File: src/rtl/burst_beat_pkg.sv
package burst_beat_pkg;

  typedef enum logic [1:0] {
    BURST_FIXED = 2'd0,
    BURST_INCR  = 2'd1,
    BURST_WRAP  = 2'd2,
    BURST_RSVD  = 2'd3
  } burst_kind_e;

  localparam int unsigned PAGE_LG = 12;

endpackage

File: src/rtl/bba_cmd_reg.sv
module bba_cmd_reg
  import burst_beat_pkg::*;
#(
  parameter int unsigned ADDR_W = 32,
  parameter int unsigned LEN_W  = 8,
  parameter int unsigned SIZE_W = 3,
  parameter int unsigned BUS_LG = 3
) (
  input  logic              clk,
  input  logic              rst_n,
  input  logic              load,
  input  logic [ADDR_W-1:0] in_addr,
  input  logic [LEN_W-1:0]  in_len,
  input  logic [SIZE_W-1:0] in_size,
  input  burst_kind_e       in_kind,
  output logic [ADDR_W-1:0] q_addr,
  output logic [LEN_W-1:0]  q_len,
  output logic [SIZE_W-1:0] q_size,
  output burst_kind_e       q_kind,
  output logic              q_err_page,
  output logic              q_err_size,
  output logic              q_err_wlen
);

  localparam int unsigned SPAN_W = LEN_W + (1 << SIZE_W) + 2;

  function automatic logic leaves_page(input logic [LEN_W-1:0] len,
                                       input logic [SIZE_W-1:0] size,
                                       input logic [PAGE_LG-1:0] offs);
    logic [SPAN_W-1:0] span;
    span = (SPAN_W'(len) << size) + SPAN_W'(offs);
    return span > SPAN_W'((1 << PAGE_LG) - 1);
  endfunction

  function automatic logic wrap_count_ok(input logic [LEN_W-1:0] len);
    return (len == LEN_W'(1)) || (len == LEN_W'(3)) ||
           (len == LEN_W'(7)) || (len == LEN_W'(15));
  endfunction

  logic chk_page, chk_size, chk_wlen;

  always_comb begin
    chk_page = (in_kind == BURST_INCR) && leaves_page(in_len, in_size, in_addr[PAGE_LG-1:0]);
    chk_size = in_size > SIZE_W'(BUS_LG);
    chk_wlen = (in_kind == BURST_WRAP) && !wrap_count_ok(in_len);
  end

  always_ff @(posedge clk or negedge rst_n) begin
    if (!rst_n) begin
      q_addr     <= '0;
      q_len      <= '0;
      q_size     <= '0;
      q_kind     <= BURST_FIXED;
      q_err_page <= 1'b0;
      q_err_size <= 1'b0;
      q_err_wlen <= 1'b0;
    end else if (load) begin
      q_addr     <= in_addr;
      q_len      <= in_len;
      q_size     <= in_size;
      q_kind     <= in_kind;
      q_err_page <= chk_page;
      q_err_size <= chk_size;
      q_err_wlen <= chk_wlen;
    end
  end

endmodule

File: src/rtl/bba_beat_ctr.sv
module bba_beat_ctr #(
  parameter int unsigned LEN_W = 8
) (
  input  logic             clk,
  input  logic             rst_n,
  input  logic             load,
  input  logic             adv,
  input  logic [LEN_W-1:0] len_q,
  output logic [LEN_W-1:0] idx,
  output logic             busy,
  output logic             last,
  output logic             step_evt,
  output logic             done_evt
);

  always_comb begin
    last     = busy && (idx == len_q);
    step_evt = !load && adv && busy && !last;
    done_evt = !load && adv && last;
  end

  always_ff @(posedge clk or negedge rst_n) begin
    if (!rst_n) begin
      idx  <= '0;
      busy <= 1'b0;
    end else if (load) begin
      idx  <= '0;
      busy <= 1'b1;
    end else if (step_evt) begin
      idx  <= idx + LEN_W'(1);
    end else if (done_evt) begin
      busy <= 1'b0;
    end
  end

endmodule

File: src/rtl/bba_addr_calc.sv
module bba_addr_calc
  import burst_beat_pkg::*;
#(
  parameter int unsigned ADDR_W = 32,
  parameter int unsigned LEN_W  = 8,
  parameter int unsigned SIZE_W = 3,
  parameter int unsigned BUS_LG = 3
) (
  input  logic [ADDR_W-1:0] base_addr,
  input  logic [LEN_W-1:0]  len,
  input  logic [SIZE_W-1:0] size,
  input  burst_kind_e       kind,
  input  logic [LEN_W-1:0]  idx,
  output logic [ADDR_W-1:0] beat_addr,
  output logic [ADDR_W-1:0] word_addr,
  output logic [ADDR_W:0]   wrap_lo,
  output logic [ADDR_W:0]   wrap_hi
);

  localparam int unsigned XW = ADDR_W + 1;
  localparam logic [ADDR_W-1:0] WORD_MASK = ~((ADDR_W'(1) << BUS_LG) - ADDR_W'(1));

  function automatic logic [XW-1:0] stepped(input logic [ADDR_W-1:0] a,
                                            input logic [SIZE_W-1:0] s,
                                            input logic [LEN_W-1:0] i);
    logic [XW-1:0] units;
    units = {1'b0, a} >> s;
    return (units + XW'(i)) << s;
  endfunction

  function automatic logic [XW-1:0] wrap_total(input logic [LEN_W-1:0] l,
                                               input logic [SIZE_W-1:0] s);
    return (XW'(l) + XW'(1)) << s;
  endfunction

  function automatic logic [XW-1:0] folded(input logic [XW-1:0] linear,
                                           input logic [XW-1:0] hi,
                                           input logic [XW-1:0] total);
    return (linear >= hi) ? (linear - total) : linear;
  endfunction

  logic [XW-1:0] lin_addr;
  logic [XW-1:0] total;
  logic [XW-1:0] wrapped;

  always_comb begin
    lin_addr = stepped(base_addr, size, idx);
    total    = wrap_total(len, size);
    wrap_lo  = {1'b0, base_addr} & ~(total - XW'(1));
    wrap_hi  = wrap_lo + total;
    wrapped  = folded(lin_addr, wrap_hi, total);
    unique case (kind)
      BURST_INCR: beat_addr = lin_addr[ADDR_W-1:0];
      BURST_WRAP: beat_addr = wrapped[ADDR_W-1:0];
      default:    beat_addr = base_addr;
    endcase
    word_addr = beat_addr & WORD_MASK;
  end

endmodule

File: src/rtl/burst_beat_addr.sv
module burst_beat_addr
  import burst_beat_pkg::*;
#(
  parameter int unsigned ADDR_W     = 32,
  parameter int unsigned LEN_W      = 8,
  parameter int unsigned SIZE_W     = 3,
  parameter int unsigned DATA_BYTES = 8
) (
  input  logic              clk,
  input  logic              rst_n,
  input  logic              cmd_start,
  input  logic [ADDR_W-1:0] cmd_addr,
  input  logic [LEN_W-1:0]  cmd_len,
  input  logic [SIZE_W-1:0] cmd_size,
  input  logic [1:0]        cmd_burst,
  input  logic              beat_adv,
  output logic [ADDR_W-1:0] beat_addr,
  output logic [ADDR_W-1:0] word_addr,
  output logic [LEN_W-1:0]  beat_idx,
  output logic              beat_last,
  output logic              busy,
  output logic              err_page_cross,
  output logic              err_size,
  output logic              err_wrap_len
);

  localparam int unsigned BUS_LG = $clog2(DATA_BYTES);

  logic [ADDR_W-1:0] q_addr;
  logic [LEN_W-1:0]  q_len;
  logic [SIZE_W-1:0] q_size;
  burst_kind_e       q_kind;
  logic [ADDR_W:0]   wrap_lo;
  logic [ADDR_W:0]   wrap_hi;
  logic              step_evt;
  logic              done_evt;

  bba_cmd_reg #(
    .ADDR_W(ADDR_W), .LEN_W(LEN_W), .SIZE_W(SIZE_W), .BUS_LG(BUS_LG)
  ) u_cmd (
    .clk       (clk),
    .rst_n     (rst_n),
    .load      (cmd_start),
    .in_addr   (cmd_addr),
    .in_len    (cmd_len),
    .in_size   (cmd_size),
    .in_kind   (burst_kind_e'(cmd_burst)),
    .q_addr    (q_addr),
    .q_len     (q_len),
    .q_size    (q_size),
    .q_kind    (q_kind),
    .q_err_page(err_page_cross),
    .q_err_size(err_size),
    .q_err_wlen(err_wrap_len)
  );

  bba_beat_ctr #(.LEN_W(LEN_W)) u_ctr (
    .clk     (clk),
    .rst_n   (rst_n),
    .load    (cmd_start),
    .adv     (beat_adv),
    .len_q   (q_len),
    .idx     (beat_idx),
    .busy    (busy),
    .last    (beat_last),
    .step_evt(step_evt),
    .done_evt(done_evt)
  );

  bba_addr_calc #(
    .ADDR_W(ADDR_W), .LEN_W(LEN_W), .SIZE_W(SIZE_W), .BUS_LG(BUS_LG)
  ) u_calc (
    .base_addr(q_addr),
    .len      (q_len),
    .size     (q_size),
    .kind     (q_kind),
    .idx      (beat_idx),
    .beat_addr(beat_addr),
    .word_addr(word_addr),
    .wrap_lo  (wrap_lo),
    .wrap_hi  (wrap_hi)
  );

endmodule

File: config.mk
export PLATFORM = sky130hd
export DESIGN_NAME = burst_beat_addr
export DESIGN_NICKNAME = d
export VERILOG_FILES = /design/src/rtl/burst_beat_pkg.sv /design/src/rtl/bba_cmd_reg.sv /design/src/rtl/bba_beat_ctr.sv /design/src/rtl/bba_addr_calc.sv /design/src/rtl/burst_beat_addr.sv
export SDC_FILE = /design/constraint.sdc
export NUM_CORES = 1
export LEC_CHECK = 0
export BUFFER_PORTS_ARGS = -buffer_cell sky130_fd_sc_hd__clkbuf_2
export CAP_MARGIN = 5
export CORE_ASPECT_RATIO = 1.25
export CORE_MARGIN = 3
export CORE_UTILIZATION = 45
export DETAILED_ROUTE_END_ITERATION = 12
export MAX_ROUTING_LAYER = met4
export PLACE_DENSITY = 0.65
export SLEW_MARGIN = 20
export SYNTH_ARGS = -nofsm -noshare
export SYNTH_HDL_FRONTEND = slang
export SYNTH_SLANG_ARGS = --single-unit
export TNS_END_PERCENT = 30
File: constraint.sdc
create_clock -name clk -period 10.8 [get_ports clk]
set_input_delay 0 -clock clk [delete_from_list [all_inputs] [get_ports clk]]
set_output_delay 0 -clock clk [all_outputs]
set_load 0.005 [all_outputs]
==> qor.yml, run 1 <==
outcome:
  outcome: "complete, no violations"
placement:
  post_dp_cell_area_mm2: 0.0133
  io_buffers: 122
  dpl.hpwl_um: 35400
  dp.cells: 2065
  gp_congestion: 0.976
floorplan:
  coreArea_mm2: 0.0280
  die-area_mm2: 0.0309
  die_h_um: 196
  row_count: 68
  dieWidth_um: 158
  initial_core_util: 0.463
  ios: 126
yosys:
  synth_common_cells: "nand2_1, nor2_1, o21ai_0, a21oi_1, ha_1"
  ys_seq_elements: 57
  ys_warn_count: 0
  avgSynthCellArea_um2: 7.49
  yosys-top-cells-area: "dfrtp_1, ha_1, mux2i_1"
  ys_seq_area_frac: 0.110
  yosysMostFrequentCell: "nand2_1"
  syn-cell-area_mm2: 0.0130
  synth_cell_types: 120
  synth_top_area_frac: 0.110
  yosysTopAreaCell: "dfrtp_1"
  synth_edf_count: 0
  yosys_most_used_dff: "dfrtp_1"
  syn_inst: 1730
  async_flop_share: 1.00
clock_tree:
  worstSkewPairLatency_ps: 330
  cts.path.max_buffers: 2
  cts-buffers-inserted: 9
  clockRootBuffer: "clkbuf_16"
  ctsResizeCount: 0
  clk_pin_slew_ps: 50
  cts_hold_buf: 44
  h-tree-depth: 3
  cts_num_sinks: 57
  cts_tree: "yes"
  post_cts_buffers: 0
setup_path:
  worstSetupEndpointType: "output port"
  crit_slowest_cell: "dfrtp_4"
  critPathLaunchType: "flip-flop"
  crit_top_cell: "a21o_1"
  cpPeakStageDelay_ps: 960
  crit_fanout: 70
  crit_arrival_ps: 8890
  critPathKind: "reg -> out"
  critPathRequiredTime_ps: 10800
power:
  power_density_mw_per_mm2: 125
  p_leak_nw: 5.91
  ir_drop_mv: 0.105
finish:
  final_cells: 2126
  fillerInstances: 2826
  stdcell_area_mm2: 0.0140
  drive_gt1_frac: 0.172
  fin_nets: 1899
  area_growth_syn_to_layout_pct: 8.08
min_path:
  min_path_type: "in -> reg"
global_routing:
  grtUsageTotal: 0.296
  grt_max_degree: 82
  grt_pass1_vias: 12904
  antenna_found_initial: 1
  grt_pass1_wl_um: 71500
  grt_overflow: 0
flow_run:
  cap_violations: 0
sta:
  setup_tns_ps: 0
  period_share: 0.823
  max_slew_margin: 0.344
  report.final.slew_viol_count: 0
  skew_ps: 5.70
  period_needed_ps: 8890
  fmax_ghz: 0.112
  worst_pin_slew_ps: 956
  rsz0062_at_grt: "no"
  finalHoldWorstSlack_ps: 96.6
  setup_viol: 0
  hold_viol_final: 0
drt:
  dr.pass1.iters: 6
  routedWlPerCell_um: 21.4
  vias: 13952
  drt_iter0_drc: 1408
  routed_wl_um: 45400
  ant_nets: 0
  vias_per_cell: 6.56
  drc_errors: 0
through the flow:
step	setup slack (ps)	utilization	power, mW
finish	1910	0.500	1.75
global route	1280	0.500	1.90
CTS	2040	0.500	1.74
detailed placement	2420	0.475	1.46
global placement	2510	0.475	1.44
floorplan	2220	-	1.18
routing by layer:
metal,track usage,part of all wire
met3,0.0296,0.075
met4,0.0958,0.031
met5,-,0
met2,0.452,0.45
met1,0.411,0.45
power by group:
part	total [mW]	leakage [nW]	switching, mW	internal (mW)
Clock	0.260	0.133	0.104	0.156
Combinational	1.18	5.09	0.697	0.485
Sequential	0.310	0.691	0.0788	0.231
state kept, by name, indices dropped and copies added, names as in the netlist:
register / count
u_cmd.q_err_size: 1
u_cmd.q_addr: 32
u_ctr.busy: 1
u_cmd.q_kind: 2
u_ctr.idx: 8
u_cmd.q_err_page: 1
u_cmd.q_err_wlen: 1
u_cmd.q_len: 8
u_cmd.q_size: 3
path summary, 6_finish.rpt:
check,endpoint,slack [ps],depth (start not counted),from
worst max-delay path,word_addr[20],1910,32,u_cmd.q_size[1]
min in group asynchronous,u_cmd.q_addr[28],330,3,rst_n
worst min register to register,u_cmd.q_err_size,530,2,u_cmd.q_err_size
worst min-delay path,u_cmd.q_size[0],100,3,cmd_size[0]
max in group asynchronous,u_cmd.q_size[1],9860,3,rst_n
worst max register to register,u_ctr.idx[7],8530,8,u_cmd.q_len[0]
layout by cell type (no fill, tap or decap), types with 8 or more instances in the layout:
cell type / instances
o211ai_1: 20
a31oi_1: 14
o21ai_1: 10
clkbuf_2: 121
a211oi_1: 13
xnor2_1: 44
mux2_2: 51
a221oi_1: 12
a21o_1: 50
xor2_1: 30
a22oi_1: 17
and2_1: 25
nand4_1: 25
clkbuf_16: 9
a21boi_0: 9
or3_1: 15
mux4_2: 19
nand3_1: 63
mux2i_1: 69
dlygate4sd3_1: 44
nor3_1: 54
nor2b_1: 16
dfrtp_1: 54
o31ai_1: 14
nand2_1: 164
or4_1: 10
o22ai_1: 12
and3_1: 23
a21oi_1: 89
o21a_1: 16
o2111ai_1: 8
inv_1: 55
ha_1: 77
a2bb2oi_1: 8
buf_4: 21
nor4_1: 23
nand2b_1: 18
nor2_1: 133
o21ai_0: 112
or2_2: 8
critical path: cells and delay by family, from the launching register on:
kind / cells / cell delay (ps)
AND/OR/NAND/NOR: 10 / 2650
buffers and inverters: 3 / 1060
AO/OA/AOI/OAI: 17 / 3150
flip-flops: 1 / 960
adder cells (fa/ha/maj): 2 / 620
final cells by class:
cell class / instances / area, um2 / area share
timing repair buffer: 187 / 1210 / 0.0863
multi-input combinational: 1456 / 10400 / 0.744
clock inverter: 6 / 43.8 / 0.00313
tap: 350 / 438 / 0.0313
antenna: 1 / 2.50 / 0.000179
sequential: 57 / 1440 / 0.103
inverter: 59 / 221 / 0.0158
clock buffer: 10 / 229 / 0.0164
kinds of logic after synthesis:
kind of cell,Yosys count,share of synthesized area
simple gates,634,0.250
compound gates,519,0.285
buf+inv,219,0.0862
mux,141,0.134
fa+ha+maj,83,0.0814
xor+xnor,76,0.0526
flops,57,0.110
other cells,1,0.000290
(Power assumes the default switching activity.)
==> run 2, diff against run 1 <==
Clock period 10.8 ns to 9 ns, I/O delays scaled along.
==> run 2 against run 1 <==
Against the previous run:
- global-route usage is essentially flat
- cell area grew 0.63%
- first-iteration DRC count shrank 2.9%
- critical endpoint is now beat_addr[21]
- largest power group unchanged
==> qor.yml, run 2 (synthesis gave the netlist of run 1 again) <==
outcome:
  outcome: "complete, no violations"
finish:
  stdcell_area_mm2: 0.0141
  area_growth_syn_to_layout_pct: 8.75
  fillerInstances: 2734
  layout_commonest_cell: "nand2_1"
  final_cells: 2135
  top_regs: "u_cmd.q_addr (32), u_cmd.q_len (8), u_ctr.idx (8)"
  insertedDiodeCount: 0
  fin_nets: 1909
  mostFrequentLayoutCells: "nand2_1, nor2_1, clkbuf_2"
  largest_reg_flops: 32
  drive_gt1_frac: 0.179
  max_flop_register: "u_cmd.q_addr"
drt:
  drc_errors: 0
  ant_nets: 0
  dr_wl_met2_um: 20300
  vias: 13868
  vias_per_cell: 6.50
  dr.pass1.iters: 8
  highest_layer: "met4"
  routed_wl_um: 45600
  wl_met3_um: 3750
  routedWlPerCell_um: 21.4
  drt-met1-wl_um: 20100
  drt_iter0_drc: 1367
clock_tree:
  cts.path.max_buffers: 2
  clockRootBuffer: "clkbuf_16"
  cts-buffers-inserted: 9
  cts_tree: "yes"
  clk_pin_slew_ps: 60
  worstSkewPairLatency_ps: 330
  h-tree-depth: 3
  cts_num_sinks: 57
setup_path:
  r2r_cells: 8
  cpPeakStageDelay_ps: 500
  critPathBufInv: 2
  critPathKind: "reg -> out"
  path_depth: 33
  crit_top_cell: "a21o_1"
  critPathLaunchType: "flip-flop"
  crit_arrival_ps: 8350
  critPathRequiredTime_ps: 9000
  worstSetupEndpointType: "output port"
  crit_slowest_cell: "dfrtp_2"
  crit_fanout: 22
  critPathTopFamily: "simple AND/OR/NAND/NOR gates"
power:
  power_density_mw_per_mm2: 150
  p_comb_frac: 0.678
  power.internal_mw: 1.05
  pwr-share-clk: 0.149
  p_total_mw: 2.11
  swShare: 0.500
  netSwitchingPower_mw: 1.05
  seqPwrFrac: 0.172
  p_leak_nw: 5.95
  ir_drop_mv: 0.114
sta:
  rsz0062_at_grt: "no"
  hold_viol_final: 0
  period_share: 0.928
  max_slew_margin: 0.315
  fmax_ghz: 0.120
  setup_viol: 0
  worst_pin_slew_ps: 998
  report.final.slew_viol_count: 0
  period_needed_ps: 8350
  finalHoldWorstSlack_ps: 34.2
  skew_ps: 3.81
  setup_tns_ps: 0
global_routing:
  grt_pass1_vias: 12852
  antenna_found_initial: 0
  grtUsageTotal: 0.295
  grt_pass1_wl_um: 71000
  grt_max_degree: 82
  grt_overflow: 0
placement:
  dp.cells: 2076
  post_dp_cell_area_mm2: 0.0134
  gp_congestion: 0.942
  dpl.hpwl_um: 35900
  io_buffers: 122
floorplan:
  die_h_um: 196
  die-area_mm2: 0.0309
  ios: 126
  dieWidth_um: 158
  coreArea_mm2: 0.0280
  row_count: 68
  initial_core_util: 0.463
flow_run:
  cap_violations: 0
min_path:
  min_path_type: "in -> reg"
  holdPathStages: 3
## run 2: cell types whose count changed in the layout (fill, tap and decap cells not counted), sizes merged
cell,change
clkbuf,-1
clkinv,-2
clkinvlp,+2
buf,+11
inv,+1
diode,-1
dlygate4sd3,-1
## run 2: layer usage
| layer | global-route usage | up-vias |
|---|---|---|
| met2 | 0.446 | 612 |
| met5 | - | - |
| li1 | - | 6575 |
| met3 | 0.0410 | 71 |
| met1 | 0.405 | 6610 |
| met4 | 0.102 | 0 |
## run 2: stage by stage
stage          setup slack (ps)   util
2_1_floorplan               422      -
3_5_place_dp                844  0.477
5_1_grt                    10.1  0.503
6_report                    648  0.503
3_3_place_gp               1060  0.477
4_1_cts                     435  0.503
## run 2: cell type report
class	count	area [um2]	area share
Multi-Input combinational cell	1456	10400	0.740
Sequential cell	57	1440	0.102
Timing Repair Buffer	197	1280	0.0910
Tap cell	350	438	0.0311
Clock buffer	9	225	0.0160
Inverter	59	221	0.0157
Clock inverter	7	53.8	0.00382
## run 2: tightest hold or removal path, cell delays in order
cell and delay [ps]:
clkbuf_2 90, nand2_1 120, o21ai_0 110
## run 2: power by group through the flow
stage	combinational (mW)	clock, mW	sequential (mW)
after floorplan	1.12	0	0.296
after global placement	1.38	0	0.362
after detailed placement	1.39	0	0.363
after CTS	1.41	0.326	0.359
after global routing	1.58	0.335	0.367
final	1.43	0.315	0.363
## run 2: final timing paths
check,end,slack (ps),start
setup / recovery,beat_addr[21],650,u_cmd.q_len[0]
hold / removal,u_cmd.q_kind[1],30,cmd_burst[1]
setup reg to reg,u_ctr.idx[5],6760,u_ctr.idx[0]
hold reg to reg,u_cmd.q_err_size,530,u_cmd.q_err_size
max in group asynchronous,u_cmd.q_size[0],8060,rst_n
min in group asynchronous,u_cmd.q_addr[26],340,rst_n
## run 2: timing repair
action                                  4_1_cts  5_1_grt
buffers inserted                              0        0
endpoints found under the setup margin        0       12
hold endpoints to repair                    100        0
hold buffers                                 43        0
resized for setup                             0        4
==> run 3, diff against run 2 <==
Settings changed: PLACE_DENSITY 0.65 to unset.
==> run 3 against run 2 <==
Against the previous run:
- power rose by 2.3%
- routed wire length rose by 1.5%
- critical path depth fell by 2
- cell area rose by 0.14%
- count of clock-buffer cells in the layout rose by 1
- utilization rose by 0.071 points
- clock skew rose by 1.5 ps
- final cell count fell by 0.14%
- largest cell class unchanged
==> qor.yml, run 3 (synthesis gave the netlist of run 1 again) <==
setup_path:
  r2r_start: "u_cmd.q_len[5]"
  crit_slowest_cell: "dfrtp_2"
  cp-startpoint: "u_cmd.q_len[0]"
  critPathLaunchType: "flip-flop"
  crit_top_cell: "ha_1"
  critPathKind: "reg -> out"
  r2r_slack_ps: 6800
  crit_arrival_ps: 8330
  critPathRequiredTime_ps: 9000
  cpPeakStageDelay_ps: 500
  crit_fanout: 20
  worstSetupEndpointType: "output port"
global_routing:
  antenna_found_initial: 0
  grtUsageTotal: 0.302
  grt_pass1_wl_um: 72700
  grt_pass1_vias: 12950
  grt_max_degree: 82
  grt_overflow: 0
drt:
  ant_nets: 0
  vias_per_cell: 6.48
  drc_errors: 0
  dr.pass1.iters: 5
  drt_iter0_drc: 1191
  routed_wl_um: 46300
  vias: 13815
  routedWlPerCell_um: 21.7
clock_tree:
  cts.path.max_buffers: 2
  worstSkewPairLatency_ps: 340
  post_cts_buffers: 0
  clk_pin_slew_ps: 60
  h-tree-depth: 3
  clockRootBuffer: "clkbuf_16"
  cts_num_sinks: 57
  cts-buffers-inserted: 9
  cts_tree: "yes"
sta:
  fmax_ghz: 0.120
  max_slew_margin: 0.312
  hold_viol_final: 0
  rsz0062_at_grt: "no"
  worst_pin_slew_ps: 1020
  period_share: 0.925
  period_needed_ps: 8330
  setup_viol: 0
  report.final.slew_viol_count: 0
  setup_tns_ps: 0
  skew_ps: 5.33
power:
  power_density_mw_per_mm2: 153
  power.internal_mw: 1.09
  swShare: 0.495
  p_comb_frac: 0.668
  pwr-share-clk: 0.163
  ir_drop_mv: 0.150
  seqPwrFrac: 0.169
  netSwitchingPower_mw: 1.07
  p_leak_nw: 5.96
flow_run:
  cap_violations: 0
floorplan:
  initial_core_util: 0.463
  dieWidth_um: 158
  row_count: 68
  die_h_um: 196
  coreArea_mm2: 0.0280
  die-area_mm2: 0.0309
  ios: 126
finish:
  largest_reg_flops: 32
  drive_gt1_frac: 0.179
  insertedDiodeCount: 0
  top_regs: "u_cmd.q_addr (32), u_cmd.q_len (8), u_ctr.idx (8)"
  fin_nets: 1906
  max_flop_register: "u_cmd.q_addr"
  mostFrequentLayoutCells: "nand2_1, nor2_1, clkbuf_2"
  area_growth_syn_to_layout_pct: 8.91
  final_util: 0.504
  layout_commonest_cell: "nand2_1"
min_path:
  min_path_type: "in -> reg"
  worstHoldStart: "cmd_burst[1]"
placement:
  io_buffers: 122
  gp_congestion: 0.945
  dpl.hpwl_um: 36200
outcome:
  outcome: "complete, no violations"
run 3: cell types whose count changed in the layout (fill, tap and decap cells not counted):
cell and delta:
clkbuf_8 +1, clkinvlp_4 -1, buf_6 +2, nor2_2 +1, bufinv_16 +1, inv_6 -2, buf_4 -5, clkinv_4 +1
nor2_1 -1, o31ai_2 +1, o31ai_1 -1
run 3: power groups by stage:
stage / logic [mW] / registers, mW / clock network, mW
final: 1.44 / 0.365 / 0.352
after global routing: 1.59 / 0.369 / 0.371
after detailed placement: 1.40 / 0.365 / 0
after CTS: 1.42 / 0.360 / 0.360
after global placement: 1.38 / 0.365 / 0
after floorplan: 1.12 / 0.296 / 0
run 3: path summary, 6_finish.rpt:
| check | end | cells after the start |
|---|---|---|
| worst min-delay path | u_cmd.q_kind[1] | 3 |
| max in group asynchronous | u_cmd.q_size[2] | 3 |
| worst max register to register | u_ctr.idx[7] | 8 |
| worst max-delay path | word_addr[21] | 31 |
| min in group asynchronous | u_cmd.q_addr[28] | 3 |
| worst min register to register | u_cmd.q_err_size | 2 |
run 3: stage by stage:
step | total power [mW] | instance area, um2 | cells | hold slack [ps] | worst slack, ps
4_1_cts | 2.14 | 14100 | 2132 | 17.6 | 384
3_3_place_gp | 1.75 | 13300 | 2073 | 182 | 928
6_report | 2.16 | 14100 | 2132 | 19.6 | 671
5_1_grt | 2.33 | 14100 | 2132 | 47.9 | 27.3
3_5_place_dp | 1.76 | 13300 | 2073 | 186 | 777
2_1_floorplan | 1.42 | 13000 | 1732 | -296 | 422
run 3: layer usage:
layer / wire (um) / vias up / part of all wire / global-route usage
li1: - / 6561 / - / -
met1: 21100 / 6623 / 0.46 / 0.429
met2: 20500 / 573 / 0.44 / 0.453
met3: 3380 / 58 / 0.073 / 0.0298
met4: 1310 / 0 / 0.028 / 0.0926
met5: 0 / - / 0 / -
run 3: worst max-delay path, delay by kind of cell (launching register included):
family,cells,cell delay (ps)
AND/OR/NAND/NOR,14,3650
AO/OA/AOI/OAI,11,2130
adder cells (fa/ha/maj),4,1240
flip-flops,1,500
buffers and inverters,2,430
run 3: final cells by class:
cell class,count,area [um2]
Sequential cell,57,1440
Tap cell,350,438
Clock inverter,6,67.6
Clock buffer,10,239
Multi-Input combinational cell,1456,10400
Inverter,59,221
Timing Repair Buffer,194,1270
Fill cell,2820,13900
run 3: repair_timing:
item	4_1_cts	5_1_grt
hold endpoints to repair	100	0
endpoints found under the setup margin	0	30
hold buffers	43	0
resized for setup	0	8
